--- config.mk ---
export PLATFORM = sky130hd
export DESIGN_NAME = slot_cfg_scan
export DESIGN_NICKNAME = d
export VERILOG_FILES = /design/src/rtl/slotcfg_pkg.sv /design/src/rtl/slotcfg_regs.sv /design/src/rtl/slotcfg_scanner.sv /design/src/rtl/slot_cfg_scan.sv
export SDC_FILE = /design/constraint.sdc
export NUM_CORES = 1
export LEC_CHECK = 0
export CAP_MARGIN = 20
export CORE_UTILIZATION = 45
export DETAILED_ROUTE_END_ITERATION = 16
export HOLD_SLACK_MARGIN = 0.03
export MAX_ROUTING_LAYER = met4
export PLACE_DENSITY = 0.66
export SYNTH_ARGS = -nofsm -noshare
export SYNTH_HDL_FRONTEND = slang
export SYNTH_SLANG_ARGS = --single-unit
export TNS_END_PERCENT = 5
--- constraint.sdc ---
create_clock -name clk -period 7 [get_ports clk]
set_input_delay 1.05 -clock clk [delete_from_list [all_inputs] [get_ports clk]]
set_output_delay 1.05 -clock clk [all_outputs]
set_load 0.02 [all_outputs]
--- src/rtl/slotcfg_pkg.sv ---
package slotcfg_pkg;
   typedef enum logic [0:0] {
      SC_IDLE = 1'b0,
      SC_SCAN = 1'b1
   } scan_state_e;
endpackage

--- src/rtl/slotcfg_regs.sv ---
module slotcfg_regs #(
   parameter int NUM_SLOTS = 8,
   parameter int POS_REGS  = 8,
   parameter int DW        = 8,
   parameter int EN_BIT    = 3,
   parameter int CHK_REG   = 5,
   parameter int CHK_BIT   = 7,
   parameter int STAT_BIT  = 6,
   parameter int STA_REG   = 6,
   parameter int STB_REG   = 7,
   localparam int SLOT_W   = $clog2(NUM_SLOTS),
   localparam int IDX_W    = $clog2(POS_REGS),
   localparam int AW       = $clog2(POS_REGS + 2)
) (
   input  logic              clk,
   input  logic              rst_n,
   input  logic              host_wr,
   input  logic [AW-1:0]     host_addr,
   input  logic [DW-1:0]     host_wdata,
   output logic [DW-1:0]     host_rdata,
   input  logic              host_block,
   input  logic              sc_adap_we,
   input  logic [DW-1:0]     sc_adap_val,
   input  logic              sc_board_off,
   input  logic [SLOT_W-1:0] sc_slot,
   output logic              sc_chk_n,
   output logic              sc_stat_n,
   output logic [DW-1:0]     sc_sta,
   output logic [DW-1:0]     sc_stb,
   output logic [DW-1:0]     adap_q,
   output logic              board_off
);
   localparam logic [AW-1:0] WIN_TOP    = AW'(POS_REGS);
   localparam logic [AW-1:0] ADAP_ADDR  = AW'(POS_REGS);
   localparam logic [AW-1:0] BOARD_ADDR = AW'(POS_REGS + 1);

   if (NUM_SLOTS != (1 << SLOT_W)) begin : g_bad_slots
      $error("NUM_SLOTS must be a power of two");
   end
   if (POS_REGS != (1 << IDX_W)) begin : g_bad_regs
      $error("POS_REGS must be a power of two");
   end
   if (EN_BIT < SLOT_W || EN_BIT >= DW) begin : g_bad_en
      $error("EN_BIT must sit above the slot field");
   end
   if (CHK_REG >= POS_REGS || STA_REG >= POS_REGS || STB_REG >= POS_REGS) begin : g_bad_idx
      $error("status byte index out of range");
   end
   if (CHK_BIT == STAT_BIT || CHK_BIT >= DW || STAT_BIT >= DW) begin : g_bad_bits
      $error("check and status flags must be distinct bits");
   end

   logic [DW-1:0]        board_q;
   logic                 open_win;
   logic                 host_ok;
   logic                 in_win;
   logic [IDX_W-1:0]     win_idx;
   logic [SLOT_W-1:0]    sel_slot;
   logic [NUM_SLOTS-1:0] chk_n_v;
   logic [NUM_SLOTS-1:0] stat_n_v;
   logic [DW-1:0]        rd_row [NUM_SLOTS];
   logic [DW-1:0]        sta_v  [NUM_SLOTS];
   logic [DW-1:0]        stb_v  [NUM_SLOTS];

   assign board_off = (board_q == '1);
   assign sel_slot  = adap_q[SLOT_W-1:0];
   assign open_win  = board_off && adap_q[EN_BIT];
   assign host_ok   = host_wr && !host_block;
   assign in_win    = (host_addr < WIN_TOP);
   assign win_idx   = host_addr[IDX_W-1:0];

   always_ff @(posedge clk or negedge rst_n) begin
      if (!rst_n) begin
         adap_q  <= '0;
         board_q <= '0;
      end else begin
         if (sc_adap_we)
            adap_q <= sc_adap_val;
         else if (host_ok && host_addr == ADAP_ADDR)
            adap_q <= host_wdata;
         if (sc_board_off)
            board_q <= '1;
         else if (host_ok && host_addr == BOARD_ADDR)
            board_q <= host_wdata;
      end
   end

   for (genvar s = 0; s < NUM_SLOTS; s++) begin : g_slot
      logic [DW-1:0] row [POS_REGS];
      logic          row_we;
      assign row_we = host_ok && in_win && open_win && (sel_slot == SLOT_W'(s));
      always_ff @(posedge clk or negedge rst_n) begin
         if (!rst_n) begin
            for (int i = 0; i < POS_REGS; i++) row[i] <= '1;
         end else if (row_we) begin
            row[win_idx] <= host_wdata;
         end
      end
      assign rd_row[s]   = row[win_idx];
      assign chk_n_v[s]  = row[CHK_REG][CHK_BIT];
      assign stat_n_v[s] = row[CHK_REG][STAT_BIT];
      assign sta_v[s]    = row[STA_REG];
      assign stb_v[s]    = row[STB_REG];
   end

   assign sc_chk_n  = chk_n_v[sc_slot];
   assign sc_stat_n = stat_n_v[sc_slot];
   assign sc_sta    = sta_v[sc_slot];
   assign sc_stb    = stb_v[sc_slot];

   always_comb begin
      host_rdata = '1;
      if (in_win) begin
         if (open_win) host_rdata = rd_row[sel_slot];
      end else if (host_addr == ADAP_ADDR) begin
         host_rdata = adap_q;
      end else if (host_addr == BOARD_ADDR) begin
         host_rdata = board_q;
      end
   end


   window_closed_chk: assert property (@(posedge clk) disable iff (!rst_n)
      (in_win && !open_win) |-> (host_rdata == '1));
endmodule

--- src/rtl/slotcfg_scanner.sv ---
module slotcfg_scanner
   import slotcfg_pkg::*;
#(
   parameter int NUM_SLOTS = 8,
   parameter int DW        = 8,
   parameter int EN_BIT    = 3,
   localparam int SLOT_W   = $clog2(NUM_SLOTS)
) (
   input  logic              clk,
   input  logic              rst_n,
   input  logic              start,
   input  logic              chk_n,
   input  logic              stat_n,
   input  logic [DW-1:0]     sta,
   input  logic [DW-1:0]     stb,
   output logic [SLOT_W-1:0] idx,
   output logic              adap_we,
   output logic [DW-1:0]     adap_val,
   output logic              board_off,
   output logic              busy,
   output logic              found,
   output logic [SLOT_W:0]   found_slot,
   output logic [DW-1:0]     stat_a,
   output logic [DW-1:0]     stat_b,
   output logic              stat_ok,
   output logic              fallback
);
   localparam logic [DW-1:0]     EN_MASK = DW'(1) << EN_BIT;
   localparam logic [SLOT_W-1:0] LAST    = SLOT_W'(NUM_SLOTS - 1);

   scan_state_e state;
   logic        hit;
   logic        go;

   assign busy = (state == SC_SCAN);
   assign go   = (state == SC_IDLE) && start;
   assign hit  = busy && !chk_n;

   always_comb begin
      adap_we   = 1'b0;
      adap_val  = '0;
      board_off = 1'b0;
      if (go) begin
         adap_we   = 1'b1;
         adap_val  = EN_MASK;
         board_off = 1'b1;
      end else if (busy) begin
         adap_we  = 1'b1;
         adap_val = (idx == LAST) ? '0 : (EN_MASK | DW'(idx + 1'b1));
      end
   end

   always_ff @(posedge clk or negedge rst_n) begin
      if (!rst_n) begin
         state      <= SC_IDLE;
         idx        <= '0;
         found      <= 1'b0;
         found_slot <= '0;
         stat_a     <= '0;
         stat_b     <= '0;
         stat_ok    <= 1'b0;
         fallback   <= 1'b0;
      end else if (go) begin
         state      <= SC_SCAN;
         idx        <= '0;
         found      <= 1'b0;
         found_slot <= '0;
         stat_a     <= '0;
         stat_b     <= '0;
         stat_ok    <= 1'b0;
         fallback   <= 1'b0;
      end else if (busy) begin
         if (hit && !found) begin
            found      <= 1'b1;
            found_slot <= {1'b0, idx} + 1'b1;
            if (!stat_n) begin
               stat_a  <= sta;
               stat_b  <= stb;
               stat_ok <= 1'b1;
            end
         end
         if (idx == LAST) begin
            state    <= SC_IDLE;
            fallback <= !(found || hit);
         end else begin
            idx <= idx + 1'b1;
         end
      end
   end


   stat_needs_hit_chk: assert property (@(posedge clk) disable iff (!rst_n)
      stat_ok |-> found);

   fallback_excl_chk: assert property (@(posedge clk) disable iff (!rst_n)
      !(fallback && found));

   slot_range_chk: assert property (@(posedge clk) disable iff (!rst_n)
      found |-> (found_slot >= 1 && found_slot <= (SLOT_W+1)'(NUM_SLOTS)));

   no_restart_chk: assert property (@(posedge clk) disable iff (!rst_n)
      (busy && idx != LAST) |=> (busy && idx == $past(idx) + 1'b1));
endmodule

--- src/rtl/slot_cfg_scan.sv ---
module slot_cfg_scan #(
   parameter int NUM_SLOTS = 8,
   parameter int POS_REGS  = 8,
   parameter int DW        = 8,
   parameter int EN_BIT    = 3,
   parameter int CHK_REG   = 5,
   parameter int CHK_BIT   = 7,
   parameter int STAT_BIT  = 6,
   parameter int STA_REG   = 6,
   parameter int STB_REG   = 7,
   localparam int SLOT_W   = $clog2(NUM_SLOTS),
   localparam int AW       = $clog2(POS_REGS + 2)
) (
   input  logic            clk,
   input  logic            rst_n,
   input  logic            host_wr,
   input  logic [AW-1:0]   host_addr,
   input  logic [DW-1:0]   host_wdata,
   output logic [DW-1:0]   host_rdata,
   input  logic            scan_start,
   output logic            scan_busy,
   output logic            check_found,
   output logic [SLOT_W:0] check_slot,
   output logic [DW-1:0]   check_stat6,
   output logic [DW-1:0]   check_stat7,
   output logic            stat_valid,
   output logic            fallback_nmi
);
   localparam logic [DW-1:0] EN_MASK = DW'(1) << EN_BIT;

   logic [SLOT_W-1:0] sc_slot;
   logic              sc_adap_we;
   logic [DW-1:0]     sc_adap_val;
   logic              sc_board_off;
   logic              sc_chk_n;
   logic              sc_stat_n;
   logic [DW-1:0]     sc_sta;
   logic [DW-1:0]     sc_stb;
   logic [DW-1:0]     adap_q;
   logic              board_off;

   slotcfg_regs #(
      .NUM_SLOTS(NUM_SLOTS), .POS_REGS(POS_REGS), .DW(DW), .EN_BIT(EN_BIT),
      .CHK_REG(CHK_REG), .CHK_BIT(CHK_BIT), .STAT_BIT(STAT_BIT),
      .STA_REG(STA_REG), .STB_REG(STB_REG)
   ) u_regs (
      .clk(clk), .rst_n(rst_n),
      .host_wr(host_wr), .host_addr(host_addr), .host_wdata(host_wdata),
      .host_rdata(host_rdata), .host_block(scan_busy),
      .sc_adap_we(sc_adap_we), .sc_adap_val(sc_adap_val),
      .sc_board_off(sc_board_off), .sc_slot(sc_slot),
      .sc_chk_n(sc_chk_n), .sc_stat_n(sc_stat_n),
      .sc_sta(sc_sta), .sc_stb(sc_stb),
      .adap_q(adap_q), .board_off(board_off)
   );

   slotcfg_scanner #(
      .NUM_SLOTS(NUM_SLOTS), .DW(DW), .EN_BIT(EN_BIT)
   ) u_scan (
      .clk(clk), .rst_n(rst_n), .start(scan_start),
      .chk_n(sc_chk_n), .stat_n(sc_stat_n), .sta(sc_sta), .stb(sc_stb),
      .idx(sc_slot), .adap_we(sc_adap_we), .adap_val(sc_adap_val),
      .board_off(sc_board_off), .busy(scan_busy),
      .found(check_found), .found_slot(check_slot),
      .stat_a(check_stat6), .stat_b(check_stat7),
      .stat_ok(stat_valid), .fallback(fallback_nmi)
   );


   scan_select_chk: assert property (@(posedge clk) disable iff (!rst_n)
      scan_busy |-> (adap_q == (EN_MASK | DW'(sc_slot))));

   board_forced_chk: assert property (@(posedge clk) disable iff (!rst_n)
      scan_busy |-> board_off);

   close_on_end_chk: assert property (@(posedge clk) disable iff (!rst_n)
      $fell(scan_busy) |-> (adap_q == '0));
endmodule

==> metrics <==
status=complete, no violations; H-tree depth=2; P_leak=12.8 nW; highest clock rate=~0.18 GHz; Fin Clk Skew=between 20 and 30 ps; Port Buffer Count=47; syn nets=1820; endpoints failing hold=0; Worst-path clk slew=60 ps; fin crit share=81.3%; Synth cell types=52; worst endpoint data arrival time=between 4000 and 5000 ps; Reg area=14500 µm²; root buffer cell=clkbuf_16; routed vias/inst=around 6.1; gr usage total=24.7%; post-cts resize count=0; CTS tree=built; Combinational Power Share=between 10% and 20%; grt total ovfl=0; CP required=between 5000 and 6000 ps; Die Y=250 µm; Post-synth ARST share=between 90% and 100%; Hold-fix buffers, CTS=0; Area Growth Syn to Fin=10.9%; sequential area share after synthesis=between 50% and 60%; Post-Synth XOR/XNOR Area=0%; io pins=48; final setup fails=0; PwrDens=around 280 nW/µm²; main combinational cell family by area after synthesis=multiplexers; initial antenna violation count=2; Syn Area/Cell=roughly 15 µm²; Post-synth EDFFs=0; Psw=2.54 mW; Max-cap violations=0; worst setup margin=about 1300 ps; share of post-route cells with drive strength above 1=between 70% and 80%; area of the multi-input gates=roughly 13000 µm²; Net count, final=approximately 1800; mux cell area share after synthesis=between 30% and 40%; post-synthesis simple-gate area fraction=5.47%; Initial DRT Pass Iterations=7; WS Path Type=input port to primary output; initial DRC count=1593; routed via count=between 15000 and 20000; first-pass GRT wire length=around 110 mm; CTS max path bufs=3; element type at the critical path end=primary output; Initial Util=45.8%; share of total power in sequential cells=43.8%; pre-CTS WS=about 1400 ps; mapped cell area=~28000 µm²; post-synthesis adder-cell area fraction=0.0903%; CTS Buf Count=59; post-synthesis register bit count=roughly 560; CP Launch Type=input port; Final Max Tran Viols=0; DRC=0; vias in the first global route=16400; Compound-Gate Fraction of Synth Area=about 2.2%; HP Class=flip-flop to flip-flop; dominant synthesized flop cell=dfstp_2; CTS Sinks=between 500 and 600; GPL Wtd Cong=0.888; Fill cells=5036; Mapped Cells=~1800; Min Clock Period, post-route=around 5700 ps; Synth Warn #=0; DP HPWL=about 48 mm; Clock power frac=a little under two fifths; worst skew pair latency=640 ps; Max VDD drop=0.327 mV; Relative slew margins=27.9%; Max FO, Critical Path=between 50 and 60; DIE AREA=roughly 63000 µm²; RSZ-0062 raised after global routing=false; Routed Antenna Nets=0; largest net degree at the start of global routing=approximately 190; wire length per cell=approximately 28 µm; final non-filler cell total=2623; setup bufs post-CTS=0; DP Cell Count=2513; Fin Hold WS=~520 ps; Slew @ Worst Pin=approximately 1100 ps; TNS Setup=0 ps; die width=between 200 and 300 µm; Pint=~6 mW; Sw Share=between 20 and 30%; Cell Rows=90; final WL=73.3 mm; core area=a little over 60000 µm²
power by group through the flow:
stage / sequential, mW / clock [mW] / combinational, mW
2_1_floorplan: 3.70 / 0 / 1.05
4_1_cts: 3.76 / 3.27 / 1.62
6_report: 3.77 / 3.20 / 1.63
3_3_place_gp: 3.80 / 0 / 1.59
3_5_place_dp: 3.81 / 0 / 1.61
5_1_grt: 3.80 / 3.40 / 1.72
Yosys cell counts (3+ instances only):
| master | number | share of area, % |
|---|---|---|
| nand3_1 | 14 | 0.25 |
| a21oi_1 | 13 | 0.23 |
| dfrtp_1 | 43 | 3.9 |
| buf_1 | 15 | 0.20 |
| dfstp_2 | 512 | 49 |
| a22o_1 | 11 | 0.35 |
| buf_6 | 6 | 0.24 |
| o22ai_1 | 17 | 0.38 |
| nor2_4 | 28 | 1.1 |
| a22oi_1 | 12 | 0.32 |
| inv_1 | 6 | 0.081 |
| a211oi_1 | 8 | 0.22 |
| mux2_2 | 489 | 20 |
| a2111oi_0 | 3 | 0.095 |
| mux4_2 | 140 | 11 |
| buf_2 | 26 | 0.47 |
| nand2_4 | 30 | 1.2 |
| clkbuf_1 | 91 | 1.2 |
| and2_0 | 3 | 0.068 |
| and2_1 | 3 | 0.068 |
| mux2_4 | 16 | 0.87 |
| mux2i_1 | 140 | 5.1 |
| nand3_4 | 4 | 0.25 |
| mux2_1 | 8 | 0.32 |
| buf_4 | 4 | 0.11 |
| a311oi_1 | 3 | 0.095 |
| o21ai_0 | 18 | 0.32 |
| and3_1 | 12 | 0.27 |
| nor2_1 | 19 | 0.26 |
| nor3_1 | 10 | 0.18 |
| nand2b_1 | 6 | 0.14 |
| nand2_1 | 59 | 0.80 |
| o31ai_1 | 3 | 0.081 |
| nor2b_1 | 8 | 0.18 |
cell families after synthesis:
| group | after synthesis |
|---|---|
| AOI/OAI and AO/OA | 91 |
| adders and majority gates | 2 |
| and+or+nand+nor | 212 |
| buffers and inverters | 149 |
| DFF | 555 |
| muxes | 793 |
cells in the final DEF (no fill, tap or decap), types with 18 or more instances in the layout:
| master | n |
|---|---|
| buf_4 | 22 |
| clkbuf_1 | 18 |
| clkbuf_16 | 60 |
| clkdlybuf4s50_1 | 35 |
| dfrtp_1 | 42 |
| dfstp_2 | 512 |
| mux2_2 | 489 |
| mux2i_1 | 140 |
| mux4_2 | 140 |
| nand2_1 | 59 |
| nand2_4 | 30 |
| nor2_1 | 19 |
| nor2_4 | 28 |
| o21ai_0 | 18 |
routing by layer:
layer  GRT usage (%)  wire, µm  vias up
li1                -         -     6709
met1            37.1     34900     8782
met2            34.5     32300      480
met3            4.30      4410       95
met4            6.01      1660        0
met5               -         0        -
worst paths after layout:
check                      slack [ps]           endpoint      startpoint  cells past startpoint
setup / recovery                 1310      host_rdata[7]    host_addr[1]                      8
hold / removal                    520     u_scan.stat_ok  u_scan.stat_ok                      2
setup reg to reg                 3350   u_scan.stat_b[7]   u_scan.idx[0]                      6
hold reg to reg                   520     u_scan.stat_ok  u_scan.stat_ok                      2
max in group asynchronous        4990      u_scan.idx[0]           rst_n                      2
min in group asynchronous         540  u_regs.board_q[5]           rst_n                      1
final cells by class:
| type | instances | area share [%] |
|---|---|---|
| antenna | 1 | 0.00814 |
| clock buffer | 94 | 5.82 |
| clock inverter | 15 | 0.631 |
| inverter | 7 | 0.0855 |
| multi-input combinational | 1098 | 40.8 |
| sequential | 555 | 47.3 |
| tap | 782 | 3.18 |
| timing repair buffer | 71 | 2.17 |
critical path, cell delays in order:
cell and delay, ps:
buf_4 380, buf_4 780, mux4_2 460, mux2i_1 100, o22ai_1 340, a311oi_1 120
a211oi_1 600, clkdlybuf4s50_1 740
sequential cells by signal, summed over array words and instances, names as in the netlist:
register           flops
u_regs.g_slot.row    504
u_regs.adap_q          8
u_regs.board_q         8
u_regs.chk_n_v         8
u_scan.stat_a          8
u_scan.stat_b          8
u_scan.found_slot      4
u_scan.idx             3
u_scan.busy            1
u_scan.fallback        1
u_scan.found           1
u_scan.stat_ok         1
stage by stage:
| stage | total power [mW] | utilization (%) | cell area [µm²] |
|---|---|---|---|
| 6_report | 8.61 | 50.7 | 30700 |
| 5_1_grt | 8.92 | 50.7 | 30700 |
| 4_1_cts | 8.65 | 50.7 | 30700 |
| 3_5_place_dp | 5.42 | 47.5 | 28700 |
| 3_3_place_gp | 5.39 | 47.5 | 28700 |
| 2_1_floorplan | 4.74 | - | 27700 |
(Power assumes the default switching activity.)
